$ cat src/rtl/regjob_initiator.sv
module regjob_initiator #(
  parameter int DATA_W = 8
) (
  input  logic                clk,
  input  logic                rst_n,
  input  logic                cmd_valid,
  output logic                cmd_ready,
  input  logic                cmd_write,
  input  logic [DATA_W/2-1:0] cmd_addr,
  input  logic [DATA_W-1:0]   cmd_wdata,
  output logic                rsp_done,
  output logic [DATA_W-1:0]   rsp_rdata,
  output logic                rsp_err,
  output logic                rsp_proto_err,
  output logic [DATA_W-1:0]   tx_data,
  output logic                tx_valid,
  output logic                tx_first,
  output logic                tx_last,
  input  logic                tx_accept,
  input  logic [DATA_W-1:0]   rx_data,
  input  logic                rx_valid,
  input  logic                rx_first,
  input  logic                rx_last,
  output logic                rx_accept
);
  localparam int FLD_W = DATA_W / 2;
  localparam logic [FLD_W-1:0] CODE_RD = FLD_W'(0);
  localparam logic [FLD_W-1:0] CODE_WR = FLD_W'(1);
  localparam logic [DATA_W-1:0] FTR_OK  = DATA_W'(0);
  localparam logic [DATA_W-1:0] FTR_BAD = DATA_W'(1);

  typedef enum logic [2:0] {
    S_IDLE, S_TX_HDR, S_TX_DAT, S_RX_HDR, S_RX_DAT, S_RX_FTR
  } state_t;

  state_t            state;
  logic [DATA_W-1:0] hdr_q, wdata_q, rdata_acc;
  logic              is_wr, perr_acc;
  logic              rx_fire, beat_bad;

  assign cmd_ready = (state == S_IDLE);
  assign tx_valid  = (state == S_TX_HDR) || (state == S_TX_DAT);
  assign tx_first  = (state == S_TX_HDR);
  assign tx_last   = ((state == S_TX_HDR) && !is_wr) || (state == S_TX_DAT);
  assign tx_data   = (state == S_TX_DAT) ? wdata_q :
                     (state == S_TX_HDR) ? hdr_q : '0;
  assign rx_accept = (state == S_RX_HDR) || (state == S_RX_DAT) || (state == S_RX_FTR);
  assign rx_fire   = rx_accept && rx_valid;

  always_comb begin
    case (state)
      S_RX_HDR: beat_bad = !rx_first || rx_last || (rx_data != hdr_q);
      S_RX_DAT: beat_bad = rx_first || rx_last;
      S_RX_FTR: beat_bad = rx_first || !rx_last ||
                           ((rx_data != FTR_OK) && (rx_data != FTR_BAD));
      default:  beat_bad = 1'b0;
    endcase
  end

  always_ff @(posedge clk or negedge rst_n) begin
    if (!rst_n) begin
      state         <= S_IDLE;
      hdr_q         <= '0;
      wdata_q       <= '0;
      rdata_acc     <= '0;
      is_wr         <= 1'b0;
      perr_acc      <= 1'b0;
      rsp_done      <= 1'b0;
      rsp_rdata     <= '0;
      rsp_err       <= 1'b0;
      rsp_proto_err <= 1'b0;
    end else begin
      rsp_done <= 1'b0;
      case (state)
        S_IDLE: if (cmd_valid) begin
          hdr_q     <= {cmd_addr, cmd_write ? CODE_WR : CODE_RD};
          wdata_q   <= cmd_wdata;
          is_wr     <= cmd_write;
          rdata_acc <= '0;
          perr_acc  <= 1'b0;
          state     <= S_TX_HDR;
        end
        S_TX_HDR: if (tx_accept) state <= is_wr ? S_TX_DAT : S_RX_HDR;
        S_TX_DAT: if (tx_accept) state <= S_RX_HDR;
        default: if (rx_fire) begin
          perr_acc <= perr_acc | beat_bad;
          if (state == S_RX_DAT) rdata_acc <= rx_data;
          if (rx_last) begin
            rsp_done      <= 1'b1;
            rsp_proto_err <= perr_acc | beat_bad;
            rsp_err       <= (state == S_RX_FTR) && (rx_data == FTR_BAD);
            rsp_rdata     <= (state == S_RX_DAT) ? rx_data : rdata_acc;
            state         <= S_IDLE;
          end else if (state == S_RX_HDR) begin
            state <= is_wr ? S_RX_FTR : S_RX_DAT;
          end else if (state == S_RX_DAT) begin
            state <= S_RX_FTR;
          end
        end
      endcase
    end
  end
endmodule


$ cat config.mk
export PLATFORM = sky130hd
export DESIGN_NAME = regjob_initiator
export DESIGN_NICKNAME = d
export VERILOG_FILES = /design/src/rtl/regjob_initiator.sv
export SDC_FILE = /design/constraint.sdc
export NUM_CORES = 1
export LEC_CHECK = 0
export BUFFER_PORTS_ARGS = -buffer_cell sky130_fd_sc_hd__buf_4
export CORE_MARGIN = 5
export CORE_UTILIZATION = 54
export CTS_BUF_LIST = sky130_fd_sc_hd__clkbuf_8
export DETAILED_ROUTE_END_ITERATION = 8
export PLACE_DENSITY = 0.82
export SLEW_MARGIN = 30
export SYNTH_ARGS = -nofsm -noshare
export SYNTH_HDL_FRONTEND = slang
export SYNTH_SLANG_ARGS = --single-unit
$ cat constraint.sdc
create_clock -name clk -period 1.9 [get_ports clk]
set_input_delay 0 -clock clk [delete_from_list [all_inputs] [get_ports clk]]
set_output_delay 0 -clock clk [all_outputs]
set_load 0.02 [all_outputs]
==> metrics.txt, run 1 <==
NumNets Final=275; first-pass GRT wire length=8590 um; Final setup viols=0; initial core utilization=57.18%; Post-synth ARST share=100.0%; Final ANT Viol Nets=0; Max-slew headroom=69.25%; num ports=52; worst hold path type=in -> reg; Synth Area in Compound Gates=14.99%; Adder-Cell Fraction of Synth Area=0%; worst setup margin=0.1812 ns; die area=4920 um^2; Setup crit end kind=output pin; Hold Fails Final Rpt=0; library cells used by synthesis=45; drt total wl=5147 um; setup TNS=0 ns; IO Port Bufs=51; fillers=213; # H-tree levels=2; post-synth top area cell=dfrtp_1; EDFF count, synth=0; Max Transition Viols Final=0; crit path kind=reg -> out; Gate Count Post-Synth=171; Initial DRC Count=132; Worst Path Required=1.90 ns; global route overflow=0; share of the synthesized area in the top cell type=46.12%; clock root buffer=clkbuf_8; peak supply drop=0.0007638 V; Post-Synth XOR/XNOR Area=2.242%; mapped cell area=1953 um^2; Tmin final=1.719 ns; Clk Latency, worst-skew pair=0.28 ns; pre-CTS WS=0.1801 ns; Die H=70.14 um; clock transition at the registers of the reported paths=0.07 ns; CTS Sinks=36; final period utilization=90.46%; multi-input combinational cell area=933.4 um^2; number of vias per cell=5.776; max_cap viols=0; reg2reg path depth=4; Longest Clk Path Bufs=2; Die Wd=70.14 um; flip-flop and latch area=905.9 um^2; TritonCTS Buffers=5; multiplexer share of the synthesized area=14.03%; CP arrival=1.72 ns; core area=3416 um^2; share of cells above drive strength 1=36.69%; Worst-Margin Slew=0.4613 ns; outcome=finished, final reports clean; Site Rows=21; syn avg cell area=11.42 um^2; placed cells=262; Pwr Total=4.333 mW; largest cells by area after synthesis=dfrtp_1, mux2_4, mux2i_1; largest net degree at the start of global routing=37; post-CTS setup buffers=0; hold path cells=3; Synthesized Nets=199; CTS tree=done; hpwl dp=3393 um; DRT Pass-1 Iters=5; largest family of logic cells by synthesized area=simple AND/OR/NAND/NOR gates; Synth Area in Simple Gates=16.27%; main flop type after synthesis=dfrtp_1; register area share after synthesis=46.12%; vias in the first global route=1784; via count=1698; Inserted Diodes=0; CP Max Fanout=10; RSZ-0062 raised after global routing=no; maximum clock rate=581.8 MHz; drc violations=0; fin cells=294; GRT Util Overall=21.85%; initial antenna violation count=0; Hold Slack=0.03829 ns; gpl congestion=0.7871; area delta synth->final=38.44%; Syn. warnings=0; routed len/inst=17.51 um; clock skew=0.004663 ns; Pleak=1.235 nW; count of state elements after synthesis=36; CP Launch Type=flip-flop; pwr dens=1603 nW/um^2
per-stage QoR:
stage          cell area (um^2)  util [%]
5_1_grt                    2704     79.16
2_1_floorplan              1953         -
4_1_cts                    2695     78.90
3_5_place_dp               2346     68.68
6_report                   2704     79.16
3_3_place_gp               2346     68.68
cell families after synthesis:
logic type / after synthesis
and+or+nand+nor: 51
AOI/OAI and AO/OA: 41
DFF: 36
muxes: 22
buffers and inverters: 16
xor gates and xnor gates: 5
timing repair:
| item | CTS | global route |
|---|---|---|
| gates resized for setup | 1 | 4 |
| setup endpoints to repair | 7 | 7 |
| hold endpoints to repair | 59 | 0 |
| cloned | 0 | 0 |
| hold buffers | 24 | 0 |
area by class of cell:
cell class	count	share of cell area (%)
clock buffers	5	2.545
multi-input cells	119	34.52
clock inverters	3	1.435
flip-flops and latches	36	33.50
repair buffers	82	25.45
well taps	46	2.129
inverters	3	0.4165
power by group:
| group | total (mW) | leakage (nW) | switching (mW) | internal, mW |
|---|---|---|---|---|
| Combinational | 2.19 | 0.734 | 1.09 | 1.09 |
| Clock | 0.652 | 0.0593 | 0.268 | 0.384 |
| Sequential | 1.50 | 0.442 | 0.357 | 1.14 |
| Total | 4.33 | 1.23 | 1.72 | 2.61 |
final timing paths:
kind	start	end	slack (ns)
max	state[0]	tx_data[4]	0.18
min	tx_accept	state[1]	0.04
max reg2reg	state[1]	wdata_q[0]	0.27
min reg2reg	rdata_acc[1]	rdata_acc[1]	0.51
max in group asynchronous	rst_n	state[1]	1.34
min in group asynchronous	rst_n	state[1]	0.21
placed cells by master, fill, tap and decap left out, drive strengths merged, types with 2 or more instances in the layout:
master and n:
and2 3, and3 4, or4b 2, o21a 2, nand4 3, a22o 8
a21oi 13, nand4b 2, inv 4, mux2i 9, mux2 13, nand2 4
xnor2 5, dfrtp 36, buf 58, clkbuf 5, nor3 2, dlygate4sd3 24
a31oi 5, nor4 2, nor2b 2, nor2 20, a22oi 5, nand2b 3
worst max-delay path, cell delays in order, from the launching register on:
cell     delay (ns)
dfrtp_2        0.45
buf_4          0.21
nor2b_2        0.23
buf_4          0.17
a22oi_1        0.06
nor2_1         0.14
buf_4          0.17
synth_stat cells, drive strengths merged (3+ instances only):
cell type  count
dfrtp         36
nor2          20
a21oi         13
mux2          13
buf           10
mux2i          9
a22o           8
a22oi          5
a31oi          5
xnor2          5
and3           4
nand2          4
and2           3
clkbuf         3
inv            3
nand2b         3
nand4          3
state kept, by name (all words and copies together) (netlist names):
register       count
perr_acc           1
hdr_q              5
wdata_q            8
rsp_rdata          8
rsp_err            1
rdata_acc          8
rsp_done           1
state              3
rsp_proto_err      1
routing by layer:
layer | share of wire (%) | vias up | track usage, %
met3 | 5.9 | 13 | 4.591
li1 | - | 773 | -
met1 | 39 | 834 | 26.24
met5 | 0 | - | 0
met2 | 53 | 78 | 38.61
met4 | 2.3 | 0 | 7.447
Power figures use the tool's default switching activity.
==> run 2, diff against run 1 <==
CORE_UTILIZATION = 45   (was 54)
PLACE_DENSITY = 0.7   (was 0.82)
==> run 2 against run 1 <==
Compared with the run above:
- non-clock buffer count grew 1
- worst hold slack lost 0.018 ns
- total power shrank 3.8%
- clock-buffer cell count grew 1
- clock power shrank 11%
- cell area is essentially flat
- register-to-register slack gained 0.06 ns
- critical endpoint is now tx_data[5]
==> metrics.txt, run 2 (synthesis results as in run 1) <==
clock skew=0.003329 ns; biggest regs=rdata_acc: 8 flops, rsp_rdata: 8 flops, wdata_q: 8 flops; Inserted Diodes=0; Site Rows=24; pwr dens=1542 nW/um^2; hpwl dp=3055 um; TritonCTS Buffers=5; initial antenna violation count=0; R2R Setup Slk=0.33 ns; Longest Clk Path Bufs=2; RSZ-0062 raised after global routing=no; CP arrival=1.69 ns; Max-slew headroom=69.05%; maximum clock rate=590.0 MHz; first-pass GRT wire length=7458 um; Hold Fails Final Rpt=0; GRT Util Overall=16.92%; Die Wd=75.88 um; reg2reg path depth=5; num ports=52; Setup crit end=tx_data[5]; area delta synth->final=38.37%; critical path's largest stage delay=0.44 ns; worst hold path type=in -> reg; max_cap viols=0; share of cells above drive strength 1=36.55%; routed len/inst=14.54 um; Slowest-stage cell, CP=dfrtp_1; CP Launch Type=flip-flop; outcome=finished, final reports clean; clock root buffer=clkbuf_8; Worst R2R Start=state[0]; Stages on worst setup path=6; Worst Setup SP=state[0]; peak supply drop=0.0007658 V; number of vias per cell=5.229; IO Port Bufs=51; Pwr Total=4.169 mW; Initial DRC Count=118; crit path kind=reg -> out; Final ANT Viol Nets=0; fin util=62.94%; largest net degree at the start of global routing=37; gpl congestion=0.7951; via count=1574; fillers=340; # H-tree levels=2; initial core utilization=45.48%; Setup crit end kind=output pin; Tmin final=1.695 ns; Worst-Margin Slew=0.4642 ns; DRT Pass-1 Iters=4; cells along the critical path=buf_4 > nor2b_2 > buf_4 > a22oi_1 > nor2_1 > buf_4; vias in the first global route=1596; Metal-1 WL=1964 um; commonest non-fill, non-tap cell in the layout=buf_4; Clk Latency, worst-skew pair=0.29 ns; buffers and inverters on the worst path=3; Die H=75.88 um; final period utilization=89.20%; Max Transition Viols Final=0; CTS Sinks=36; CP top delay family=buffers and inverters; CTS tree=done; top layer in use=met4; placed cell area=2361 um^2; setup TNS=0 ns; drt total wl=4376 um; NumNets Final=276; Worst Path Required=1.90 ns; global route overflow=0; cell mode on critical path=buf_4; CP Max Fanout=12; Pleak=1.233 nW; core area=4294 um^2; Final setup viols=0; die area=5758 um^2; drc violations=0; Design Area, Final=2703 um^2; worst r2r dst=state[0]; clock transition at the registers of the reported paths=0.07 ns; commonest cells after routing, fill and taps aside=buf_4, dfrtp_1, dlygate4sd3_1; met2 WL=2077 um; WL met3=275 um
run 2: cell count changes in the layout (fill, tap and decap cells not counted), sizes merged:
| cell | before | now |
|---|---|---|
| clkbuf | 5 | 6 |
| bufinv | 1 | 0 |
| buf | 58 | 59 |
run 2: where the power goes:
part	total (mW)	internal (mW)	switching, mW
combinational	2.20	1.10	1.09
sequential	1.39	1.13	0.260
clock	0.583	0.296	0.286
run 2: cell type report:
cell class / count / area (um^2) / share of cell area, %
Clock buffer: 6 / 82.58 / 3.056
Multi-Input combinational cell: 119 / 933.4 / 34.54
Timing Repair Buffer: 83 / 695.7 / 25.74
Tap cell: 52 / 65.06 / 2.407
Sequential cell: 36 / 900.9 / 33.33
Inverter: 3 / 11.26 / 0.4167
Clock inverter: 2 / 13.76 / 0.5093
run 2: through the flow:
stage               worst slack [ns]  instances  hold slack (ns)
global route                 0.08692        301          0.04400
global placement              0.3688        269         -0.01442
detailed placement            0.3538        269         -0.01101
finish                        0.2051        301          0.02066
floorplan                     0.1740        171          -0.2956
CTS                           0.1275        301          0.01843
run 2: how the worst min path moves through the flow:
stage	slack (ns)	depth (start not counted)	startpoint	end
finish	0.02	3	tx_accept	state[1]
global route	0.04	3	tx_accept	state[1]
CTS	0.02	3	tx_accept	state[1]
detailed placement	-0.01	1	rst_n	state[0]
global placement	-0.01	1	rst_n	state[0]
floorplan	-0.30	0	rst_n	hdr_q[0]
run 2: worst reg2reg max path, stage by stage (launching register included):
cell and delay [ns]:
dfrtp_1 0.44, buf_4 0.20, mux2i_1 0.15, a21oi_2 0.17, or4b_1 0.45, nand4_1 0.09
run 2: repair_timing:
action,in CTS,in global routing
hold buffers,24,0
hold endpoints to repair,59,0
buffers inserted,0,0
gates resized for setup,0,2
endpoints found under the setup margin,0,4
run 2: routing by layer:
metal | global-route usage [%] | vias up
met5 | 0 | -
met4 | 4.854 | 0
met3 | 4.617 | 5
met2 | 26.43 | 48
met1 | 23.01 | 746
li1 | - | 775
